**src/rtl/c2c_pkg.sv**
```systemverilog
package c2c_pkg;
    localparam int BYTE_W    = 8;
    localparam int WORD_W    = 32;
    localparam int MAX_BURST = 16;
    localparam int LEN_W     = $clog2(MAX_BURST);
    localparam int BPW       = WORD_W / BYTE_W;
    localparam int IDX_W     = $clog2(BPW);

    typedef struct packed {
        logic              csn;
        logic              oe;
        logic [BYTE_W-1:0] data;
    } pins_t;

    typedef enum logic [1:0] {TX_IDLE, TX_OPC, TX_LEN, TX_PAY} tx_st_t;
    typedef enum logic [1:0] {RX_IDLE, RX_LEN, RX_PAY, RX_END} rx_st_t;

    function automatic logic [BYTE_W-1:0] len_byte(input logic [LEN_W-1:0] l);
        return BYTE_W'(l);
    endfunction
endpackage

```
**src/rtl/c2c_host_tx.sv**
```systemverilog
module c2c_host_tx
    import c2c_pkg::*;
(
    input  logic              clk,
    input  logic              rst,
    input  logic              req_valid,
    output logic              req_ready,
    input  logic [BYTE_W-1:0] req_opcode,
    input  logic [LEN_W-1:0]  req_len_m1,
    input  logic              wr_valid,
    output logic              wr_ready,
    input  logic [WORD_W-1:0] wr_data,
    output pins_t             link
);
    tx_st_t            st;
    logic [BYTE_W-1:0] op_q;
    logic [LEN_W-1:0]  len_q;
    logic [WORD_W-1:0] sh;
    logic [IDX_W-1:0]  idx;
    logic [LEN_W-1:0]  wcnt;
    logic              have;
    logic              last_byte, last_word;

    assign last_byte = (idx == IDX_W'(BPW-1));
    assign last_word = (wcnt == len_q);
    assign req_ready = (st == TX_IDLE);
    assign wr_ready  = (st == TX_LEN && !have) ||
                       (st == TX_PAY && (!have || (last_byte && !last_word)));

    always_ff @(posedge clk) begin
        if (rst) begin
            st    <= TX_IDLE;
            op_q  <= '0;
            len_q <= '0;
            sh    <= '0;
            idx   <= '0;
            wcnt  <= '0;
            have  <= 1'b0;
        end else begin
            case (st)
                TX_IDLE: if (req_valid) begin
                    op_q  <= req_opcode;
                    len_q <= req_len_m1;
                    have  <= 1'b0;
                    idx   <= '0;
                    wcnt  <= '0;
                    st    <= TX_OPC;
                end
                TX_OPC: st <= TX_LEN;
                TX_LEN: begin
                    if (wr_valid) begin
                        sh   <= wr_data;
                        have <= 1'b1;
                        idx  <= '0;
                    end
                    st <= TX_PAY;
                end
                TX_PAY: begin
                    if (have) begin
                        if (last_byte) begin
                            idx <= '0;
                            if (last_word) begin
                                have <= 1'b0;
                                st   <= TX_IDLE;
                            end else begin
                                wcnt <= wcnt + 1'b1;
                                have <= wr_valid;
                                if (wr_valid) sh <= wr_data;
                            end
                        end else begin
                            sh  <= sh >> BYTE_W;
                            idx <= idx + 1'b1;
                        end
                    end else if (wr_valid) begin
                        sh   <= wr_data;
                        have <= 1'b1;
                        idx  <= '0;
                    end
                end
                default: st <= TX_IDLE;
            endcase
        end
    end

    always_comb begin
        link.csn  = (st == TX_IDLE);
        link.oe   = (st == TX_OPC) || (st == TX_LEN) || (st == TX_PAY && have);
        link.data = '0;
        case (st)
            TX_OPC:  link.data = op_q;
            TX_LEN:  link.data = len_byte(len_q);
            TX_PAY:  if (have) link.data = sh[BYTE_W-1:0];
            default: link.data = '0;
        endcase
    end
endmodule

```
**src/rtl/c2c_client_rx.sv**
```systemverilog
module c2c_client_rx
    import c2c_pkg::*;
(
    input  logic              clk,
    input  logic              rst,
    input  pins_t             link,
    output logic              rcv_start,
    output logic [BYTE_W-1:0] rcv_opcode,
    output logic              rcv_valid,
    output logic [WORD_W-1:0] rcv_data,
    output logic              rcv_last,
    output logic              rcv_ferr
);
    rx_st_t            st;
    logic [LEN_W-1:0]  len_q;
    logic [LEN_W-1:0]  wcnt;
    logic [IDX_W-1:0]  idx;
    logic [WORD_W-1:0] sh;
    logic              take;

    assign take = !link.csn && link.oe;

    always_ff @(posedge clk) begin
        if (rst) begin
            st         <= RX_IDLE;
            len_q      <= '0;
            wcnt       <= '0;
            idx        <= '0;
            sh         <= '0;
            rcv_start  <= 1'b0;
            rcv_opcode <= '0;
            rcv_valid  <= 1'b0;
            rcv_data   <= '0;
            rcv_last   <= 1'b0;
            rcv_ferr   <= 1'b0;
        end else begin
            rcv_start <= 1'b0;
            rcv_valid <= 1'b0;
            rcv_last  <= 1'b0;
            rcv_ferr  <= 1'b0;
            case (st)
                RX_IDLE: if (take) begin
                    rcv_opcode <= link.data;
                    rcv_start  <= 1'b1;
                    st         <= RX_LEN;
                end
                RX_LEN: begin
                    if (link.csn) begin
                        rcv_ferr <= 1'b1;
                        st       <= RX_IDLE;
                    end else if (take) begin
                        len_q <= link.data[LEN_W-1:0];
                        wcnt  <= '0;
                        idx   <= '0;
                        st    <= RX_PAY;
                    end
                end
                RX_PAY: begin
                    if (link.csn) begin
                        rcv_ferr <= 1'b1;
                        st       <= RX_IDLE;
                    end else if (take) begin
                        if (idx == IDX_W'(BPW-1)) begin
                            rcv_valid <= 1'b1;
                            rcv_data  <= {link.data, sh[WORD_W-1:BYTE_W]};
                            rcv_last  <= (wcnt == len_q);
                            idx       <= '0;
                            if (wcnt == len_q) st <= RX_END;
                            else wcnt <= wcnt + 1'b1;
                        end else begin
                            sh  <= {link.data, sh[WORD_W-1:BYTE_W]};
                            idx <= idx + 1'b1;
                        end
                    end
                end
                RX_END: if (link.csn) st <= RX_IDLE;
                default: st <= RX_IDLE;
            endcase
        end
    end
endmodule

```
**src/rtl/c2c_link.sv**
```systemverilog
module c2c_link
    import c2c_pkg::*;
(
    input  logic              clk,
    input  logic              rst,
    input  logic              req_valid,
    output logic              req_ready,
    input  logic [BYTE_W-1:0] req_opcode,
    input  logic [LEN_W-1:0]  req_len_m1,
    input  logic              wr_valid,
    output logic              wr_ready,
    input  logic [WORD_W-1:0] wr_data,
    output logic              tx_csn,
    output logic              tx_oe,
    output logic [BYTE_W-1:0] tx_data,
    input  logic              rx_csn,
    input  logic              rx_oe,
    input  logic [BYTE_W-1:0] rx_data,
    output logic              rcv_start,
    output logic [BYTE_W-1:0] rcv_opcode,
    output logic              rcv_valid,
    output logic [WORD_W-1:0] rcv_data,
    output logic              rcv_last,
    output logic              rcv_ferr
);
    pins_t out_pins, in_pins;

    c2c_host_tx u_host (
        .clk(clk), .rst(rst),
        .req_valid(req_valid), .req_ready(req_ready),
        .req_opcode(req_opcode), .req_len_m1(req_len_m1),
        .wr_valid(wr_valid), .wr_ready(wr_ready), .wr_data(wr_data),
        .link(out_pins)
    );

    assign tx_csn  = out_pins.csn;
    assign tx_oe   = out_pins.oe;
    assign tx_data = out_pins.data;

    assign in_pins.csn  = rx_csn;
    assign in_pins.oe   = rx_oe;
    assign in_pins.data = rx_data;

    c2c_client_rx u_client (
        .clk(clk), .rst(rst), .link(in_pins),
        .rcv_start(rcv_start), .rcv_opcode(rcv_opcode),
        .rcv_valid(rcv_valid), .rcv_data(rcv_data),
        .rcv_last(rcv_last), .rcv_ferr(rcv_ferr)
    );
endmodule

```
**config.mk**
```make
export PLATFORM = sky130hd
export DESIGN_NAME = c2c_link
export DESIGN_NICKNAME = d
export VERILOG_FILES = /design/src/rtl/c2c_pkg.sv /design/src/rtl/c2c_host_tx.sv /design/src/rtl/c2c_client_rx.sv /design/src/rtl/c2c_link.sv
export SDC_FILE = /design/constraint.sdc
export NUM_CORES = 1
export LEC_CHECK = 0
export BUFFER_PORTS_ARGS = -buffer_cell sky130_fd_sc_hd__buf_2
export CORE_MARGIN = 5
export CORE_UTILIZATION = 35
export CTS_CLUSTER_SIZE = 30
export DETAILED_ROUTE_END_ITERATION = 12
export MAX_ROUTING_LAYER = met4
export PLACE_DENSITY = 0.54
export SLEW_MARGIN = 20
export SYNTH_ARGS = -nofsm -noshare
export SYNTH_HDL_FRONTEND = slang
export SYNTH_HIERARCHICAL = 1
export SYNTH_SLANG_ARGS = --single-unit
```
**constraint.sdc**
```tcl
create_clock -name clk -period 2 [get_ports clk]
set_input_delay 0 -clock clk [delete_from_list [all_inputs] [get_ports clk]]
set_output_delay 0 -clock clk [all_outputs]
set_load 0.005 [all_outputs]
```
# Yosys cells after proc, flatten, opt, wreduce, memory -nomap -nowiden
# Index checks and enable logic that the tools add are counted.
# Widths: inputs -> output; s select.
totals:
  register_bits: 141
  out_inout_bits: 56
  elab_cells: 147
classes:
  n_reduce_logical: 36
  n_addsub: 4
  eq_ne: 29
  mux: 54
  bitwise: 6
op_table:
  columns: ["cell", "n"]
  rows:
  - ["$mux 32", 4]
  - ["$pmux 32 s2", 1]
  - ["$mux 2", 21]
  - ["$mux 4", 10]
  - ["$pmux 8 s3", 1]
  - ["$pmux 2 s4", 2]
  - ["$pmux 4 s2", 2]
  - ["$ne 2x1->1 const B", 7]
  - ["$ne 2x2->1 const B", 7]
  - ["$eq 2x2->1 const B", 6]
  - ["$ne 3x2->1 const B", 4]
  - ["$reduce_and 4->1", 3]
  - ["$reduce_and 5->1", 2]
  - ["$mux 1", 9]
  - ["$add 4x1->4 const B", 2]
  - ["$eq 4x4->1", 2]
  - ["$mux 8", 1]
  - ["$reduce_and 2->1", 4]
  - ["$reduce_and 7->1", 1]
  - ["$not 1->1", 6]
  - ["$pmux 2 s3", 1]
  - ["$reduce_and 3->1", 2]
  - ["$reduce_and 6->1", 1]
  - ["$reduce_bool 2->1", 3]
  - ["13 further kinds", 27]

# Depth between registers and ports, before layout
# Gate-level depths: netlist of run 1.
depth:
  ltp_word: 6
  depth_mapped: 8
  depth_no_buf: 6

# By module
# Netlist of run 1, hierarchy kept.
by_module_without_submodules:
  columns: ["module", "area_per_inst_um2", "n_inst", "cells_each"]
  rows:
  - ["c2c_client_rx", 3066.7, 1, 375]
  - ["c2c_host_tx", 3066.7, 1, 352]

# Worst setup path after synthesis of run 1
# OpenSTA, ideal clock, no wires.
synth_path:
  kind: "flip-flop to flip-flop"
  start: "reg u_client.st[0]"
  end: "reg u_client.st[0]"
  path_slack_ns: 0.328
  stages_incl_launch_ff: 8
  arrival_ns: 1.593
  setup_ns: 0.079
  synth_period_minus_slack_ns: 1.672
  t_required_ns: 1.921
  n_path_buf: 1
  cell_sequence: "dfxtp_1 inv_1 ha_1 clkbuf_8 nor4_1 a221oi_1 a211o_1 a211oi_2"
synth_between:
  elab_chain_len: 3
  word_cells_on_any_way: 12
  cone_classes: "eq/ne (9); mux (1); reduce/logical (2)"
synth_rtl:
  columns: ["element", "line", "rtl"]
  rows:
  - ["start, declared", "c2c_client_rx.sv:14", "rx_st_t st;"]
  - ["start signal, assigned", "c2c_client_rx.sv:25", "st <= RX_IDLE;"]
  - ["start signal, assigned", "c2c_client_rx.sv:45", "st <= RX_LEN;"]
  - ["start signal, assigned", "c2c_client_rx.sv:50", "st <= RX_IDLE;"]
  - ["$eq 2x2->1, or another cell as far along", "c2c_client_rx.sv:41", "case (st)"]
  - ["$ne 3x2->1 (no line), or another cell as far along", null, null]
  - ["$reduce_and 6->1 (no line)", null, null]
# Several ways; a longest one is shown, not always the timed one.
# A chain may end at the register's enable or synchronous reset.

# Final worst setup path of run 1
layout_path:
  start: "reg u_client.st[0]"
  end: "reg u_client.wcnt[2]"
layout_between:
  elab_chain_len: 3
  word_cells_on_any_way: 11
  cone_classes: "eq/ne (8); mux (1); reduce/logical (2)"
layout_rtl:
  columns: ["element", "line", "rtl"]
  rows:
  - ["$eq 2x2->1 or $eq 2x1->1 (tied branches)", "c2c_client_rx.sv:41", null]
  - ["$ne 2x1->1 (no line), or another cell as far along", null, null]
  - ["$reduce_and 7->1 (no line)", null, null]
  - ["end signal, assigned", "c2c_client_rx.sv:69", "else wcnt <= wcnt + 1'b1;"]
  - ["end, declared", "c2c_client_rx.sv:16", "logic [LEN_W-1:0] wcnt;"]
# Several ways; a longest one is shown, not always the timed one.

==> out/qor.log, run 1 <==
[run_status] result of the run complete, no violations
[placement] HPWL after detailed placement 11150 um
[timing] relative slew slack 0.5067
[placement] final weighted congestion in routability-driven placement 0.8208
[detailed_routing] Routed WL 16300 um
[setup_path] maximum fanout count along the critical path 8
[clock_tree] clock transition time at the flip-flop clock pins of the worst setup and hold paths 0.06 ns
[setup_path] category of the worst setup path launch point register
[cells_and_area] fraction of layout cells with a size suffix above 1 0.2053
[cells_and_area] number of nets in the layout 931
[setup_path] worst setup slack for register-to-register paths 0.19 ns
[placement] area after detailed placement 6947 sq um
[detailed_routing] detailed-route wire length per cell 14.86 um
[cells_and_area] area occupied by multi-input gates 3138 sq um
[detailed_routing] vias per cell 4.900
[timing] achievable clock frequency 0.5527 GHz
[global_routing] Global Route Usage Sum 0.1679
[synthesis] Post-synth EDFFs 0
[clock_tree] # Post-CTS Setup Buffers 0
[synthesis] net count of the mapped netlist 799
[timing] transition at the pin with the smallest max-transition slack 0.7399 ns
[detailed_routing] total via count in the routed design 5375
[setup_path] critical path type reg -> reg
[synthesis] post-synth top area cell sky130_fd_sc_hd__dfxtp_1
[detailed_routing] DRC violations left 0
[floorplanning] total number of placement rows 48
[cells_and_area] final instance area 7873 sq um
[global_routing] antenna violations before repair 0
[timing] Final Slew Violations 0
[clock_tree] number of buffers inserted during clock tree synthesis 17
[synthesis] Seq cells post-synth 133
[cells_and_area] Filler Cells Inserted 1727
[min_path] depth of the worst hold-timing path 4
[global_routing] largest net degree at the start of global routing 71
[cells_and_area] Antenna Diode Count 0
[power_and_ir_drop] areal power density over the cells 998.6 nW/um^2
[clock_tree] clock root cell sky130_fd_sc_hd__clkbuf_16
[clock_tree] insertion delay of the later-clocked pin in the worst-skew pair 0.42 ns
[floorplanning] core outline area 17240 sq um
[flow_run] # Max-Cap Violations 0
[global_routing] via count of the first global-routing pass 5323
[synthesis] Most used DFF post-synth sky130_fd_sc_hd__dfxtp_1
[setup_path] crit path from u_client/st[0]$_SDFFE_PP0P_
[setup_path] launch point of the worst reg-to-reg path u_client/st[0]$_SDFFE_PP0P_
[cells_and_area] final core utilization 0.4567
[timing] final worst path period need 1.809 ns
[clock_tree] H-tree levels 4
[timing] number of endpoints failing setup at the final stage 0
[floorplanning] Ports 114
[global_routing] first-pass GRT wire length 26820 um
[synthesis] count of warnings emitted by yosys 6
[synthesis] Cells after Synth 727
[clock_tree] clock tree buffer depth 2
[setup_path] CP Data Required Time 2.36 ns
[placement] Buffers on Ports 113
[detailed_routing] DRT Pass-1 Iters 4
[min_path] hold-critical path endpoint u_host/sh[5]$_SDFFE_PP0P_
[timing] setup repair after global routing missed its margin false
[clock_tree] CTS tree yes
[detailed_routing] post-route ant nets 0
[synthesis] biggest area contributors in the synthesized netlist sky130_fd_sc_hd__dfxtp_1 (43%), sky130_fd_sc_hd__nand2_1 (9.8%), sky130_fd_sc_hd__mux2i_1 (8.3%), sky130_fd_sc_hd__a21oi_1 (7.4%), sky130_fd_sc_hd__nand2b_1 (4.2%)
[synthesis] area share of the largest cell type after synthesis 0.4341
[min_path] Hold Startpoint wr_data[5]
[power_and_ir_drop] leakage power 3.346 nW
[timing] portion of the clock cycle consumed by the worst path in the final layout 0.9046
[floorplanning] die area 20270 sq um
[floorplanning] starting density of the core 0.3558
[synthesis] share of flip-flops with an asynchronous set or reset after synthesis 0
[synthesis] sequential element share of the synthesized area 0.4341
[min_path] class of the worst hold path in -> reg
[timing] setup skew after layout 0.01831 ns
[clock_tree] CTS sink cnt 133
[floorplanning] y dimension of the die 142.4 um
[cells_and_area] area taken by flip-flops and latches 2663 sq um
[global_routing] Congestion Overflow GR 0
[setup_path] number of cells traversed by the worst register-to-register path 6
[timing] final hold violation count 0
[cells_and_area] synth-to-layout area growth 28.36%
[detailed_routing] first-iteration detailed-routing DRC count 266
[timing] setup TNS 0 ns
[synthesis] Avg Synthesized Cell Area 8.437 sq um
[synthesis] Unique masters post-synth 55
[setup_path] terminus of the critical flop-to-flop path u_client/wcnt[2]$_SDFFE_PP0P_
[floorplanning] horizontal extent of the die 142.4 um
[setup_path] Data arrival, critical path 2.16 ns
[power_and_ir_drop] maximum resistive drop on vdd 0.5728 mV
[synthesis] cell area after synthesis 6133 sq um
[setup_path] type of element capturing the critical path register
-- metrics by stage --
| step | power, mW | hold slack [ns] | worst slack, ns | std cells |
|---|---|---|---|---|
| global route | 8.266 | 0.04789 | 0.04103 | 1097 |
| floorplan | 4.232 | 0.1138 | 0.3276 | 727 |
| detailed placement | 4.623 | 0.2520 | 0.2207 | 1036 |
| finish | 7.862 | 0.03661 | 0.1907 | 1097 |
| global placement | 4.630 | 0.2472 | 0.2300 | 1036 |
| CTS | 7.941 | 0.02109 | 0.01261 | 1097 |
-- layout make-up --
type	count	share of cell area
multi-input combinational	524	0.3986
clock buffer	24	0.06373
clock inverter	8	0.01526
timing repair buffer	167	0.1408
sequential	133	0.3382
tap	225	0.03576
inverter	16	0.007629
-- Yosys cell counts, drive strengths merged (2+ instances only) --
master	count
o31ai	2
a211o	26
inv	16
mux2i	51
dfxtp	133
or4	3
o2bb2ai	2
a211oi	4
and2	2
or3	2
o2111ai	2
o32ai	8
ha	14
nand2	160
nor3	3
buf	12
nor2	42
a222oi	4
nor2b	4
nand3b	3
nor3b	2
nand2b	41
a21oi	91
o21ai	10
o211ai	2
xnor2	4
clkbuf	42
a22oi	4
or2	2
nand3	14
xor2	4
-- cells by family (layout without fill, tap and decap cells) --
family / count (synthesis) / in the layout / share of synthesized area
and+or+nand+nor: 287 / 287 / 0.2122
AOI/OAI and AO/OA: 163 / 163 / 0.1714
DFF: 133 / 133 / 0.4341
buffers and inverters: 70 / 215 / 0.05732
muxes: 52 / 52 / 0.08507
adders and majority gates: 14 / 14 / 0.02856
xor gates and xnor gates: 8 / 8 / 0.01142
-- cells in the final DEF, fill, tap and decap left out, types with 4 or more instances in the layout --
master and n:
sky130_fd_sc_hd__nor2b_1 4, sky130_fd_sc_hd__nand2_1 160, sky130_fd_sc_hd__dlygate4sd3_1 29, sky130_fd_sc_hd__a21oi_1 91
sky130_fd_sc_hd__clkbuf_8 5, sky130_fd_sc_hd__mux2i_1 51, sky130_fd_sc_hd__o21ai_0 10, sky130_fd_sc_hd__a211o_1 26
sky130_fd_sc_hd__buf_2 112, sky130_fd_sc_hd__a22oi_1 4, sky130_fd_sc_hd__nor2_1 42, sky130_fd_sc_hd__inv_1 16
sky130_fd_sc_hd__o32ai_1 8, sky130_fd_sc_hd__buf_4 21, sky130_fd_sc_hd__ha_1 13, sky130_fd_sc_hd__xnor2_1 4
sky130_fd_sc_hd__dfxtp_1 133, sky130_fd_sc_hd__xor2_1 4, sky130_fd_sc_hd__clkbuf_16 17, sky130_fd_sc_hd__nand2b_1 41
sky130_fd_sc_hd__a222oi_1 4, sky130_fd_sc_hd__nand3_1 14, sky130_fd_sc_hd__buf_12 5
-- power breakdown --
group          leakage (nW)  switching (mW)  internal [mW]
combinational          1.97           0.914          0.715
clock                 0.302            1.12           2.12
sequential             1.08           0.150           2.85
total                  3.35            2.18           5.68
-- what timing repair did --
| item | in CTS | in global routing |
|---|---|---|
| pin swaps | 0 | 0 |
| hold buffers | 29 | 0 |
| gates resized for setup | 1 | 2 |
| endpoints found under the hold margin | 50 | 0 |
| endpoints found under the setup margin | 4 | 5 |
-- layer usage --
metal / vias up / GRT usage / share of wire
li1: 2764 / - / -
met4: 0 / 0.05303 / 0.011
met2: 103 / 0.2728 / 0.49
met1: 2495 / 0.2108 / 0.46
met5: - / - / 0
met3: 13 / 0.03327 / 0.038
-- sequential cells by signal, summed over array words and instances (netlist names), 2 cells and up --
| name | cells |
|---|---|
| u_host/len_q | 4 |
| u_client/st | 2 |
| u_host/idx | 2 |
| u_client/rcv_data | 32 |
| u_host/sh | 32 |
| u_host/op_q | 8 |
| u_client/len_q | 4 |
| u_client/idx | 2 |
| u_client/sh | 24 |
| u_client/rcv_opcode | 8 |
| u_host/wcnt | 4 |
| u_client/wcnt | 4 |
| u_host/st | 2 |
-- worst max path at each step --
stage | slack, ns | endpoint | cells past startpoint
after CTS | 0.01 | wr_ready | 7
after global routing | 0.04 | wr_ready | 7
after global placement | 0.23 | u_client/wcnt[2]$_SDFFE_PP0P_ | 6
final | 0.19 | u_client/wcnt[2]$_SDFFE_PP0P_ | 6
after detailed placement | 0.22 | u_client/wcnt[2]$_SDFFE_PP0P_ | 6
after floorplan | 0.33 | u_client/st[0]$_SDFFE_PP0P_ | 7
-- critical path, stage by stage (launching register included) --
cell and delay (ns):
sky130_fd_sc_hd__dfxtp_1 0.32, sky130_fd_sc_hd__inv_1 0.13, sky130_fd_sc_hd__ha_1 0.33, sky130_fd_sc_hd__and4b_1 0.29, sky130_fd_sc_hd__o41ai_2 0.14, sky130_fd_sc_hd__or3b_1 0.39
sky130_fd_sc_hd__a21oi_1 0.14
No activity file was read; power rests on OpenSTA's default activity.
==> run 2: changes to the inputs <==
--- a/config.mk
+++ b/config.mk
@@ -12,6 +12,7 @@
 export DETAILED_ROUTE_END_ITERATION = 12
 export MAX_ROUTING_LAYER = met4
 export PLACE_DENSITY = 0.54
+export RECOVER_POWER = 25
 export SLEW_MARGIN = 20
 export SYNTH_ARGS = -nofsm -noshare
 export SYNTH_HDL_FRONTEND = slang
==> out/qor.log, run 2 (synthesis results as in run 1) <==
[min_path] class of the worst hold path in -> reg
[setup_path] CP endpoint u_client/wcnt[2]$_SDFFE_PP0P_
[floorplanning] y dimension of the die 142.4 um [unchanged]
[power_and_ir_drop] Net Sw Frac 0.2783 [+0.0008630]
[setup_path] category of the worst setup path launch point register
[setup_path] Slowest Stage Delay on Critical Path 0.39 ns [about the same]
[global_routing] Global Route Usage Sum 0.1679 [unchanged]
[detailed_routing] post-route ant nets 0 [unchanged]
[cells_and_area] synth-to-layout area growth 27.68%
[cells_and_area] largest registers ranked by flip-flop count u_client/rcv_data: 32 flops, u_host/sh: 32 flops, u_client/sh: 24 flops
[power_and_ir_drop] internal cell power 5.675 mW [about the same]
[power_and_ir_drop] fraction of power consumed by the clock network 0.412 [about the same]
[setup_path] crit path from u_client/st[0]$_SDFFE_PP0P_
[timing] setup skew after layout 0.01654 ns [-0.001767 ns]
[floorplanning] starting density of the core 0.3558 [unchanged]
[setup_path] launch point of the worst reg-to-reg path u_client/st[0]$_SDFFE_PP0P_
[global_routing] largest net degree at the start of global routing 71 [unchanged]
[global_routing] first-pass GRT wire length 26820 um [unchanged]
[clock_tree] number of buffers inserted during clock tree synthesis 17 [unchanged]
[global_routing] Congestion Overflow GR 0 [unchanged]
[placement] Buffers on Ports 113 [unchanged]
[timing] Final Slew Violations 0 [unchanged]
[setup_path] worst setup slack for register-to-register paths 0.19 ns [about the same]
[clock_tree] insertion delay of the later-clocked pin in the worst-skew pair 0.42 ns [about the same]
[cells_and_area] Antenna Diode Count 0 [unchanged]
[timing] transition at the pin with the smallest max-transition slack 0.7354 ns [-0.004510 ns]
[setup_path] Data arrival, critical path 2.16 ns [about the same]
[detailed_routing] Routed WL 16320 um [+0.12%]
[timing] setup repair after global routing missed its margin false
[timing] number of endpoints failing setup at the final stage 0 [unchanged]
[power_and_ir_drop] areal power density over the cells 1004 nW/um^2 [+0.55%]
[min_path] Hold Startpoint wr_data[5]
[clock_tree] CTS tree yes
[detailed_routing] DRT Pass-1 Iters 4 [unchanged]
[timing] portion of the clock cycle consumed by the worst path in the final layout 0.9048 [about the same]
[floorplanning] die area 20270 sq um [unchanged]
[detailed_routing] DRC violations left 0 [unchanged]
[power_and_ir_drop] sequential fraction of design power 0.381 [about the same]
[timing] achievable clock frequency 0.5526 GHz [about the same]
[power_and_ir_drop] part of the total power dissipated in combinational logic 0.207 [about the same]
[cells_and_area] area taken by flip-flops and latches 2663 sq um [unchanged]
[cells_and_area] Non-Filler Instances 1097 [unchanged]
[setup_path] type of element capturing the critical path register
[setup_path] CP Data Required Time 2.35 ns [about the same]
[detailed_routing] total via count in the routed design 5411 [+0.67%]
[setup_path] maximum fanout count along the critical path 8 [unchanged]
[clock_tree] clock root cell sky130_fd_sc_hd__clkbuf_16
[floorplanning] horizontal extent of the die 142.4 um [unchanged]
[placement] HPWL after detailed placement 11150 um [unchanged]
[timing] final worst path period need 1.810 ns [+0.0002880 ns]
[power_and_ir_drop] maximum resistive drop on vdd 0.5717 mV [-0.20%]
[cells_and_area] number of nets in the layout 931 [unchanged]
[detailed_routing] first-iteration detailed-routing DRC count 227 [-15%]
[timing] final hold violation count 0 [unchanged]
[clock_tree] clock transition time at the flip-flop clock pins of the worst setup and hold paths 0.06 ns [about the same]
[clock_tree] H-tree levels 4 [unchanged]
[power_and_ir_drop] leakage power 3.211 nW [-4.0%]
[cells_and_area] area occupied by multi-input gates 3138 sq um [unchanged]
[clock_tree] CTS sink cnt 133 [unchanged]
[setup_path] Crit-path slowest cell sky130_fd_sc_hd__or3b_1
[placement] number of cells in the design after placement 1036 [unchanged]
[setup_path] critical path type reg -> reg
[timing] relative slew slack 0.5097 [+0.003007]
[clock_tree] clock tree buffer depth 2 [unchanged]
[detailed_routing] vias per cell 4.933 [+0.67%]
[floorplanning] core outline area 17240 sq um [unchanged]
[timing] setup TNS 0 ns [unchanged]
[global_routing] antenna violations before repair 0 [unchanged]
[floorplanning] total number of placement rows 48 [unchanged]
[setup_path] CP Cell Sequence inv_1 -> ha_1 -> and4b_1 -> o41ai_2 -> or3b_1 -> a21oi_1
[flow_run] # Max-Cap Violations 0 [unchanged]
[cells_and_area] commonest cells after routing, fill and taps aside sky130_fd_sc_hd__nand2_1 (160), sky130_fd_sc_hd__dfxtp_1 (133), sky130_fd_sc_hd__a21oi_1 (91)
[global_routing] via count of the first global-routing pass 5323 [unchanged]
[setup_path] number of cells traversed by the worst register-to-register path 6 [unchanged]
[run_status] result of the run complete, no violations
[setup_path] terminus of the critical flop-to-flop path u_client/wcnt[2]$_SDFFE_PP0P_
[cells_and_area] fraction of layout cells with a size suffix above 1 0.1697 [-0.03555]
[floorplanning] Ports 114 [unchanged]
[placement] final weighted congestion in routability-driven placement 0.8208 [unchanged]
[cells_and_area] Filler Cells Inserted 1728 [+0.058%]
[power_and_ir_drop] switching power 2.189 mW [+0.34%]
[cells_and_area] leading cell type in the layout, fill and taps excluded sky130_fd_sc_hd__nand2_1
[detailed_routing] detailed-route wire length per cell 14.88 um [+0.12%]
-- run 2: worst min-delay path by stage --
stage | slack (ns) | end | cells past startpoint
finish | 0.04 | u_host/sh[5]$_SDFFE_PP0P_ | 4
global route | 0.05 | u_host/sh[6]$_SDFFE_PP0P_ | 4
CTS | 0.02 | u_host/sh[17]$_SDFFE_PP0P_ | 4
detailed placement | 0.25 | u_host/len_q[1]$_SDFFE_PP0P_ | 3
global placement | 0.25 | u_host/op_q[4]$_SDFFE_PP0P_ | 3
floorplan | 0.11 | u_client/rcv_ferr$_SDFF_PP0_ | 2
-- run 2: repair_timing --
action                                  4_1_cts  5_1_grt
pin swaps                                     0        0
endpoints found under the setup margin        4        5
hold buffers                                 29        0
buffers inserted                              0        0
resized for setup                             1        2
endpoints found under the hold margin        50        0
-- run 2: critical path: cells and delay by family, from the launching register on --
family | cells | cell delay (ns)
flops | 1 | 0.32
fa+ha+maj | 1 | 0.33
buf+inv | 1 | 0.13
simple gates | 2 | 0.68
compound gates | 2 | 0.28
-- run 2: area by class of cell --
type	instances	share of cell area
inverter	16	0.007669
sequential	133	0.3400
multi-input combinational	524	0.4007
timing repair buffer	167	0.1363
clock buffer	24	0.06407
tap	225	0.03595
clock inverter	8	0.01534
-- run 2: power groups by stage --
stage          Clock, mW  Combinational (mW)  Sequential, mW
2_1_floorplan          0                1.23            3.00
3_3_place_gp           0                1.59            3.04
3_5_place_dp           0                1.58            3.05
4_1_cts             3.32                1.63            2.99
5_1_grt             3.44                1.80            3.02
6_report            3.24                1.62            3.00
-- run 2: per-stage QoR --
| step | power, mW | cell area [sq um] | utilization | worst slack, ns | hold WS (ns) |
|---|---|---|---|---|---|
| 3_5_place_dp | 4.623 | 6947 | 0.4030 | 0.2207 | 0.2520 |
| 6_report | 7.864 | 7831 | 0.4543 | 0.1904 | 0.03678 |
| 5_1_grt | 8.260 | 7831 | 0.4543 | 0.04103 | 0.04789 |
| 3_3_place_gp | 4.630 | 6947 | 0.4030 | 0.2300 | 0.2472 |
| 4_1_cts | 7.941 | 7860 | 0.4560 | 0.01261 | 0.02109 |
| 2_1_floorplan | 4.232 | 6133 | - | 0.3276 | 0.1138 |
-- run 2: layer usage --
| layer | track usage | vias up | share of wire |
|---|---|---|---|
| li1 | - | 2760 | - |
| met1 | 0.2108 | 2524 | 0.46 |
| met2 | 0.2728 | 111 | 0.48 |
| met3 | 0.03327 | 16 | 0.041 |
| met4 | 0.05303 | 0 | 0.013 |
| met5 | - | - | 0 |
